==> config.mk <==
export PLATFORM = sky130hd
export DESIGN_NAME = lcd_strobe_shaper
export DESIGN_NICKNAME = d
export VERILOG_FILES = /design/src/rtl/lcd_strobe_pkg.sv /design/src/rtl/lcd_rst_sync.sv /design/src/rtl/lcd_mode_shadow.sv /design/src/rtl/lcd_load_delay.sv /design/src/rtl/lcd_frame_span.sv /design/src/rtl/lcd_strobe_shaper.sv
export SDC_FILE = /design/constraint.sdc
export NUM_CORES = 1
export LEC_CHECK = 0
export BUFFER_PORTS_ARGS = -buffer_cell sky130_fd_sc_hd__buf_2
export CORE_ASPECT_RATIO = 1.25
export CORE_MARGIN = 4
export CORE_UTILIZATION = 49
export DETAILED_ROUTE_END_ITERATION = 7
export PLACE_DENSITY = 0.72
export SETUP_SLACK_MARGIN = 0.2
export SLEW_MARGIN = 20
export SYNTH_ARGS = -nofsm -noshare
export SYNTH_HDL_FRONTEND = slang
export SYNTH_SLANG_ARGS = --single-unit
==> constraint.sdc <==
create_clock -name clk -period 1.5 [get_ports clk]
set_input_delay 0.15 -clock clk [delete_from_list [all_inputs] [get_ports clk]]
set_output_delay 0.15 -clock clk [all_outputs]
set_load 0.005 [all_outputs]
==> src/rtl/lcd_strobe_pkg.sv <==
package lcd_strobe_pkg;

  // Per-line mode bits captured at every reference tick.
  typedef struct packed {
    logic load_pol;   // 1 = load strobe active low
    logic line_pol;   // 1 = line sync active low
    logic frame_pol;  // 1 = frame sync active low
    logic late_data;  // 1 = data one pixel clock after load
    logic clk_phase;  // 1 = data on falling pixel-clock edge
  } strobe_mode_t;

  localparam strobe_mode_t MODE_RESET = '{
    load_pol:  1'b1,
    line_pol:  1'b0,
    frame_pol: 1'b0,
    late_data: 1'b0,
    clk_phase: 1'b0
  };

endpackage

==> src/rtl/lcd_rst_sync.sv <==
module lcd_rst_sync (
  input  logic clk,
  input  logic rst_n,
  output logic rst_sync_n
);

  logic meta_q;
  logic hold_q;

  always_ff @(posedge clk or negedge rst_n) begin
    if (!rst_n) begin
      meta_q <= 1'b0;
      hold_q <= 1'b0;
    end else begin
      meta_q <= 1'b1;
      hold_q <= meta_q;
    end
  end

  assign rst_sync_n = hold_q;

endmodule

==> src/rtl/lcd_mode_shadow.sv <==
module lcd_mode_shadow
  import lcd_strobe_pkg::*;
(
  input  logic         clk,
  input  logic         rst_n,
  input  logic         capture,
  input  strobe_mode_t mode_in,
  output strobe_mode_t mode_eff
);

  strobe_mode_t mode_q;

  // The value used in the current tick: the fresh inputs on a reference
  // tick, otherwise the copy held since the last one.
  always_comb begin
    mode_eff = capture ? mode_in : mode_q;
  end

  always_ff @(posedge clk or negedge rst_n) begin
    if (!rst_n) begin
      mode_q <= MODE_RESET;
    end else if (capture) begin
      mode_q <= mode_eff;
    end
  end

endmodule

==> src/rtl/lcd_load_delay.sv <==
module lcd_load_delay #(
  parameter int DLY_W = 7
) (
  input  logic             clk,
  input  logic             rst_n,
  input  logic             tick,
  input  logic             start,
  input  logic [DLY_W-1:0] dly,
  input  logic             late_mode,
  output logic             act_nxt,
  output logic             act_q
);

  localparam logic [DLY_W-1:0] CNT_ONE  = DLY_W'(1);
  localparam logic [DLY_W-1:0] CNT_ZERO = '0;

  logic [DLY_W-1:0] cnt_q, cnt_n;
  logic             pend_q, pend_n;

  // Next state for one pixel tick; the register stage applies the enable.
  always_comb begin
    cnt_n   = cnt_q;
    pend_n  = pend_q;
    act_nxt = 1'b0;
    if (start) begin
      if ((dly == CNT_ZERO) && late_mode) begin
        act_nxt = 1'b1;
        pend_n  = 1'b0;
      end else begin
        pend_n = 1'b1;
        cnt_n  = (dly == CNT_ZERO) ? CNT_ONE : dly;
      end
    end else if (pend_q) begin
      if (cnt_q == CNT_ONE) begin
        act_nxt = 1'b1;
        pend_n  = 1'b0;
      end else begin
        cnt_n = cnt_q - CNT_ONE;
      end
    end
  end

  always_ff @(posedge clk or negedge rst_n) begin
    if (!rst_n) begin
      cnt_q  <= CNT_ZERO;
      pend_q <= 1'b0;
      act_q  <= 1'b0;
    end else if (tick) begin
      cnt_q  <= cnt_n;
      pend_q <= pend_n;
      act_q  <= act_nxt;
    end
  end

endmodule

==> src/rtl/lcd_frame_span.sv <==
module lcd_frame_span #(
  parameter int FW_W = 2
) (
  input  logic            clk,
  input  logic            rst_n,
  input  logic            tick,
  input  logic            line_start,
  input  logic            frame_start,
  input  logic [FW_W-1:0] width_code,
  output logic            act_nxt,
  output logic            act_q
);

  localparam logic [FW_W-1:0] REM_ONE   = FW_W'(1);
  localparam logic [FW_W-1:0] REM_ZERO  = '0;
  localparam logic [FW_W-1:0] CODE_RSVD = '1;

  logic [FW_W-1:0] rem_q, rem_n;
  logic [FW_W-1:0] span_lines;

  // Width in line periods; the top code is reserved and folds to one line.
  always_comb begin
    span_lines = (width_code == CODE_RSVD) ? REM_ONE : (width_code + REM_ONE);
  end

  always_comb begin
    rem_n   = rem_q;
    act_nxt = act_q;
    if (line_start) begin
      if (frame_start) begin
        act_nxt = 1'b1;
        rem_n   = span_lines;
      end else if (act_q) begin
        if (rem_q == REM_ONE) begin
          act_nxt = 1'b0;
          rem_n   = REM_ZERO;
        end else begin
          rem_n = rem_q - REM_ONE;
        end
      end
    end
  end

  always_ff @(posedge clk or negedge rst_n) begin
    if (!rst_n) begin
      rem_q <= REM_ZERO;
      act_q <= 1'b0;
    end else if (tick) begin
      rem_q <= rem_n;
      act_q <= act_nxt;
    end
  end

endmodule

==> src/rtl/lcd_strobe_shaper.sv <==
module lcd_strobe_shaper
  import lcd_strobe_pkg::*;
#(
  parameter int DLY_W = 7,
  parameter int FW_W  = 2
) (
  input  logic             clk,
  input  logic             rst_n,
  input  logic             pix_en,
  input  logic             line_ref,
  input  logic             frame_ref,
  input  logic [DLY_W-1:0] cfg_load_dly,
  input  logic             cfg_late_data,
  input  logic             cfg_load_pol,
  input  logic             cfg_line_pol,
  input  logic             cfg_frame_pol,
  input  logic [FW_W-1:0]  cfg_frame_width,
  input  logic             cfg_clk_phase,
  output logic             load_o,
  output logic             line_sync_o,
  output logic             frame_sync_o,
  output logic             data_late_o,
  output logic             clk_edge_sel_o
);

  logic         rst_sync_n;
  logic         ref_tick;
  strobe_mode_t mode_in;
  strobe_mode_t mode_eff;
  logic         load_nxt, load_act;
  logic         frame_nxt, frame_act;
  logic         line_act_q;
  logic         load_n, line_n, frame_n, late_n, edge_n;
  logic         load_q, line_q, frame_q, late_q, edge_q;

  lcd_rst_sync u_rst (
    .clk        (clk),
    .rst_n      (rst_n),
    .rst_sync_n (rst_sync_n)
  );

  assign ref_tick = pix_en & line_ref;

  always_comb begin
    mode_in.load_pol  = cfg_load_pol;
    mode_in.line_pol  = cfg_line_pol;
    mode_in.frame_pol = cfg_frame_pol;
    mode_in.late_data = cfg_late_data;
    mode_in.clk_phase = cfg_clk_phase;
  end

  lcd_mode_shadow u_shadow (
    .clk      (clk),
    .rst_n    (rst_sync_n),
    .capture  (ref_tick),
    .mode_in  (mode_in),
    .mode_eff (mode_eff)
  );

  lcd_load_delay #(.DLY_W(DLY_W)) u_load (
    .clk       (clk),
    .rst_n     (rst_sync_n),
    .tick      (pix_en),
    .start     (line_ref),
    .dly       (cfg_load_dly),
    .late_mode (mode_eff.late_data),
    .act_nxt   (load_nxt),
    .act_q     (load_act)
  );

  lcd_frame_span #(.FW_W(FW_W)) u_frame (
    .clk         (clk),
    .rst_n       (rst_sync_n),
    .tick        (pix_en),
    .line_start  (line_ref),
    .frame_start (frame_ref),
    .width_code  (cfg_frame_width),
    .act_nxt     (frame_nxt),
    .act_q       (frame_act)
  );

  // Polarity applied ahead of the output flops so every pin is registered.
  always_comb begin
    load_n  = load_nxt  ^ mode_eff.load_pol;
    line_n  = line_ref  ^ mode_eff.line_pol;
    frame_n = frame_nxt ^ mode_eff.frame_pol;
    late_n  = mode_eff.late_data;
    edge_n  = mode_eff.clk_phase;
  end

  always_ff @(posedge clk or negedge rst_sync_n) begin
    if (!rst_sync_n) begin
      line_act_q <= 1'b0;
      load_q     <= MODE_RESET.load_pol;
      line_q     <= MODE_RESET.line_pol;
      frame_q    <= MODE_RESET.frame_pol;
      late_q     <= MODE_RESET.late_data;
      edge_q     <= MODE_RESET.clk_phase;
    end else if (pix_en) begin
      line_act_q <= line_ref;
      load_q     <= load_n;
      line_q     <= line_n;
      frame_q    <= frame_n;
      late_q     <= late_n;
      edge_q     <= edge_n;
    end
  end

  assign load_o         = load_q;
  assign line_sync_o    = line_q;
  assign frame_sync_o   = frame_q;
  assign data_late_o    = late_q;
  assign clk_edge_sel_o = edge_q;

endmodule

# Word level (Yosys, flattened, before mapping)
# Cells that the tools add are included.
op_classes:
  addsub: 3
  n_eq_ne: 5
  n_mux: 22
  bitwise: 4
  n_reduce_logical: 6
op_table:
  columns: ["cell", "count"]
  rows:
  - ["two-way mux 7 bit", 5]
  - ["two-way mux 1 bit", 12]
  - ["two-way mux 2 bit", 4]
  - ["equality test 7 x 1 -> 1 bit (second input constant)", 1]
  - ["zero test 7 bit", 1]
  - ["subtractor 7 x 1 -> 7 bit (second input constant)", 1]
  - ["two-way mux 5 bit", 1]
  - ["inequality test 2 bit (second input constant)", 2]
  - ["AND reduction 4 bit", 1]
  - ["nonzero test 2 bit", 2]
  - ["AND reduction 3 bit", 1]
  - ["bitwise XOR 1 bit", 3]
  - ["adder 2 x 1 -> 2 bit (second input constant)", 1]
  - ["equality test 2 x 1 -> 1 bit (second input constant)", 1]
  - ["equality test 2 bit (second input constant)", 1]
  - ["subtractor 2 x 1 -> 2 bit (second input constant)", 1]
  - ["AND 1 bit", 1]
  - ["logical AND 1 bit", 1]
word_totals:
  ff_bits: 23
  input_bits: 19
  output_inout_bits: 5
  elab_cells: 56

# Depth between registers and ports, before layout
logic_depth:
  word_depth: 6
  depth_mapped: 7
  mapped_depth_nobuf: 6

# By module
# A second synthesis with hierarchy kept.
hier_totals:
  cells_unflattened: 125
  hier_area_um2: 1367.6
by_module_without_submodules:
  columns: ["mod", "n_inst", "cells_per_inst", "area_each_um2", "seq_area_each_um2"]
  rows:
  - ["lcd_load_delay", 1, 68, 610.6, 225.2]
  - ["lcd_mode_shadow", 1, 16, 287.8, 126.4]
  - ["lcd_strobe_shaper", 1, 18, 227.7, 126.4]
  - ["lcd_frame_span", 1, 20, 187.7, 75.1]
  - ["lcd_rst_sync", 1, 3, 53.8, 50.0]

# Worst setup path before layout
# No wires, ideal clock.
synth_path:
  kind: "register to register"
  from: "register u_load.cnt_q[1]"
  to: "register u_load.cnt_q[4]"
  setup_ns: 0.133
  arrival_ns: 1.468
  required_time_ns: 1.367
  slack_ns: -0.101
  path_stages_with_launch: 8
  path_buffers: 1
  synth_period_minus_slack_ns: 1.601
  cell_sequence: "dfrtp_1 inv_1 ha_1 nor4b_1 a21oi_1 buf_2 a41oi_2 o211ai_1"
synth_between:
  elab_chain_cells: 4
  word_cells_on_any_way: 7
  cone_classes: "add/sub (1); eq/ne (2); mux (3); reduce/logical (1)"
synth_lines:
  columns: ["element", "line_no", "text"]
  rows:
  - ["start, declared", "lcd_load_delay.sv:17", "logic [DLY_W-1:0] cnt_q, cnt_n;"]
  - ["start signal, assigned", "lcd_load_delay.sv:49", "cnt_q <= cnt_n;"]
  - ["subtractor 7 x 1 -> 7 bit", "lcd_load_delay.sv:38", "cnt_n = cnt_q - CNT_ONE;"]
  - ["two-way mux 7 bit", "lcd_load_delay.sv:34", "if (cnt_q == CNT_ONE) begin"]
  - ["two-way mux 7 bit", "lcd_load_delay.sv:33", "end else if (pend_q) begin"]
  - ["two-way mux 7 bit", "lcd_load_delay.sv:25", "if (start) begin"]
# Parallel ways exist; a longest one is shown, timed or not. The select of a mux whose other input is x is not followed.
# A chain may end at the register's enable or synchronous reset.

# Worst setup path after layout
# Ends and elaborated chain as after synthesis.

==> reports/qor.yml <==
synthesis:
  yosysMostFrequentCell: "dfrtp_1"
  ys_async_sr_fraction_pct: 100.0
  syn_area_per_cell_um2: 10.46
  synth_edf_count: 0
  synth-main-ff-cell: "dfrtp_1"
  ys_types: 39
  synth_top_area_share_pct: 41.87
  netlist_top_cells_area: "dfrtp_1 (42%), mux2_2 (8.1%), dfstp_2 (4.2%), ha_1 (4.0%), o211ai_1 (3.0%)"
  synth_cells: 120
  synth.top_cells.by_count: "dfrtp_1 (21), inv_1 (9), mux2_2 (9), nor2_1 (9), a21oi_1 (7)"
  ys_seq_area_share_pct: 46.06
  netlist_area_um2: 1255
  synth_top_area_cell: "dfrtp_1"
  ys_ff_latch: 23
  syn_nets: 143
  yosysWarnings: 0
floorplanning:
  coreArea_um2: 2452
  row_count: 20
  die-area_um2: 3440
  start_util_pct: 51.17
  ios: 24
  die_x_um: 53.27
  die_h_um: 64.58
global_route:
  grtUsageTotal_pct: 20.74
  grt_max_degree: 22
  grt_antenna_before_repair: 0
  grt_pass1_wl_um: 5230
  first_global_vias: 1188
  gr-total-overflow: 0
placement:
  placed_area_um2: 1574
  place_congestion: 0.8095
  portBuffers: 23
  hpwlAfterDp_um: 2332
critical_path:
  endpoint_kind: "flip-flop"
  crit_type: "flip-flop to flip-flop"
  worstPathRequired_ns: 1.69
  cp-start-kind: "flip-flop"
  worstPathMaxFanout: 5
  arrival_ns: 1.79
cells_and_area:
  areaGrowthSynthToFinish_pct: 37.39
  post_route_cells_drive_above_1_share_pct: 51.52
  nFillCells: 194
  multi_input_area_um2: 735.7
  antenna_cells: 0
  register_area_um2: 580.6
  final_util_pct: 70.31
  nets: 189
  design_area_um2: 1724
timing:
  fmax_ghz: 0.6256
  fin_worst_hold_slack_ns: 0.07406
  hold_violations: 0
  finalSetupViolations: 6
  setup_slack_ns: -0.09840
  final.period_utilization_pct: 106.6
  rsz0062_at_grt: "yes"
  fin_skew_ns: 0.005371
  timing.final.crit_period_ns: 1.598
  drv_slew: 0
clock_tree:
  clk_latency_ns: 0.31
  clkTransAtPathRegs_ns: 0.13
  cts_max_path_buffers: 2
  clockRootBuffer: "clkbuf_4"
  clkSinkCount: 23
  cts_tree: "built"
  h-tree-depth: 1
  cts-buffers-inserted: 3
routing:
  wl_um: 3163
  drc: 0
  ant_nets: 0
  vias_per_cell: 5.672
  wl_per_cell_um: 15.97
  vias: 1123
  firstDrtPassIters: 4
  first_iter_violations: 44
power:
  vdd_drop_max_uv: 853.4
  power.density_nw_per_um2: 1090
  p_total_mw: 1.880
  power.leakage_nw: 0.7628
worst_hold_path:
  hold_path.class: "input port to flip-flop"
status:
  status: "finished with violations"
  violations: "setup timing"
flow_run:
  cap_viol_max_count: 0
-- critical path, stage by stage (launching register included) --
cell and delay (ns):
dfrtp_1 0.40, inv_2 0.11, ha_4 0.14, nor4b_4 0.28, a21oi_4 0.13, buf_4 0.16
a41oi_2 0.14, o211ai_1 0.13
-- area by class of cell --
type / instances / area share, %
clock buffers: 3 / 1.306
clock inverters: 1 / 0.2903
inverters: 9 / 1.959
multi-input cells: 83 / 42.67
flip-flops and latches: 23 / 33.67
well taps: 33 / 2.395
repair buffers: 46 / 17.71
-- layout by cell type, fill, tap and decap left out, drive strengths merged, types with 4 or more instances in the layout --
cell,count
buf,45
dfrtp,21
mux2,9
nor2,9
inv,9
a21oi,7
o21ai,6
nand3,6
o211ai,5
nor3,5
nand2,4
ha,4
-- repair_timing --
item,4_1_cts,5_1_grt
pin swaps,8,4
hold buffers,1,0
hold endpoints to repair,2,0
setup buffers,4,1
setup endpoints to repair,10,10
resized for setup,12,7
-- metrics by stage --
stage,setup WS (ns),instances,TNS [ns]
after floorplan,0.1053,120,0
after global placement,-0.05808,188,-0.1561
after detailed placement,-0.1139,188,-0.3143
after CTS,-0.05890,197,-0.2345
after global routing,-0.1774,198,-0.8952
final,-0.09840,198,-0.3067
-- power by group --
part           internal, mW  switching (mW)
combinational         0.371           0.329
clock                0.0997           0.192
sequential            0.756           0.132
total                  1.23           0.652
-- registers in the layout (all words and copies together), names as in the netlist --
name              flops
u_load.pend_q         1
u_rst.rst_sync_n      1
u_frame.rem_q         2
u_frame.act_q         1
u_shadow.mode_q       5
clk_edge_sel_o        1
u_rst.meta_q          1
u_load.cnt_q          7
data_late_o           1
frame_sync_o          1
line_sync_o           1
load_o                1
-- routing by layer --
layer	global-route usage, %	routed length, um
met5	0	0
met4	7.348	10
met3	2.759	124
met2	39.88	1829
met1	21.71	1199
-- final timing paths --
kind	start	to	slack, ns	cells after the start
worst max register to register	u_load.cnt_q[1]	u_load.cnt_q[4]	-0.1	7
worst min-delay path	cfg_clk_phase	u_shadow.mode_q[0]	0.07	2
worst max-delay path	u_load.cnt_q[1]	u_load.cnt_q[4]	-0.1	7
worst min register to register	u_rst.rst_sync_n	clk_edge_sel_o	0.22	1
max in group asynchronous	u_rst.rst_sync_n	load_o	1.00	1
min in group asynchronous	rst_n	u_rst.meta_q	0.13	2
-- logic make-up after synthesis --
logic type / after synthesis / share of synthesized area [%]
buffers and inverters: 14 / 4.984
adders and majority gates: 4 / 3.988
AOI/OAI and AO/OA: 31 / 18.05
xor gates and xnor gates: 1 / 0.6980
muxes: 10 / 8.874
other: 1 / 0.2988
and+or+nand+nor: 36 / 17.05
DFF: 23 / 46.06
(Power assumes the default switching activity.)
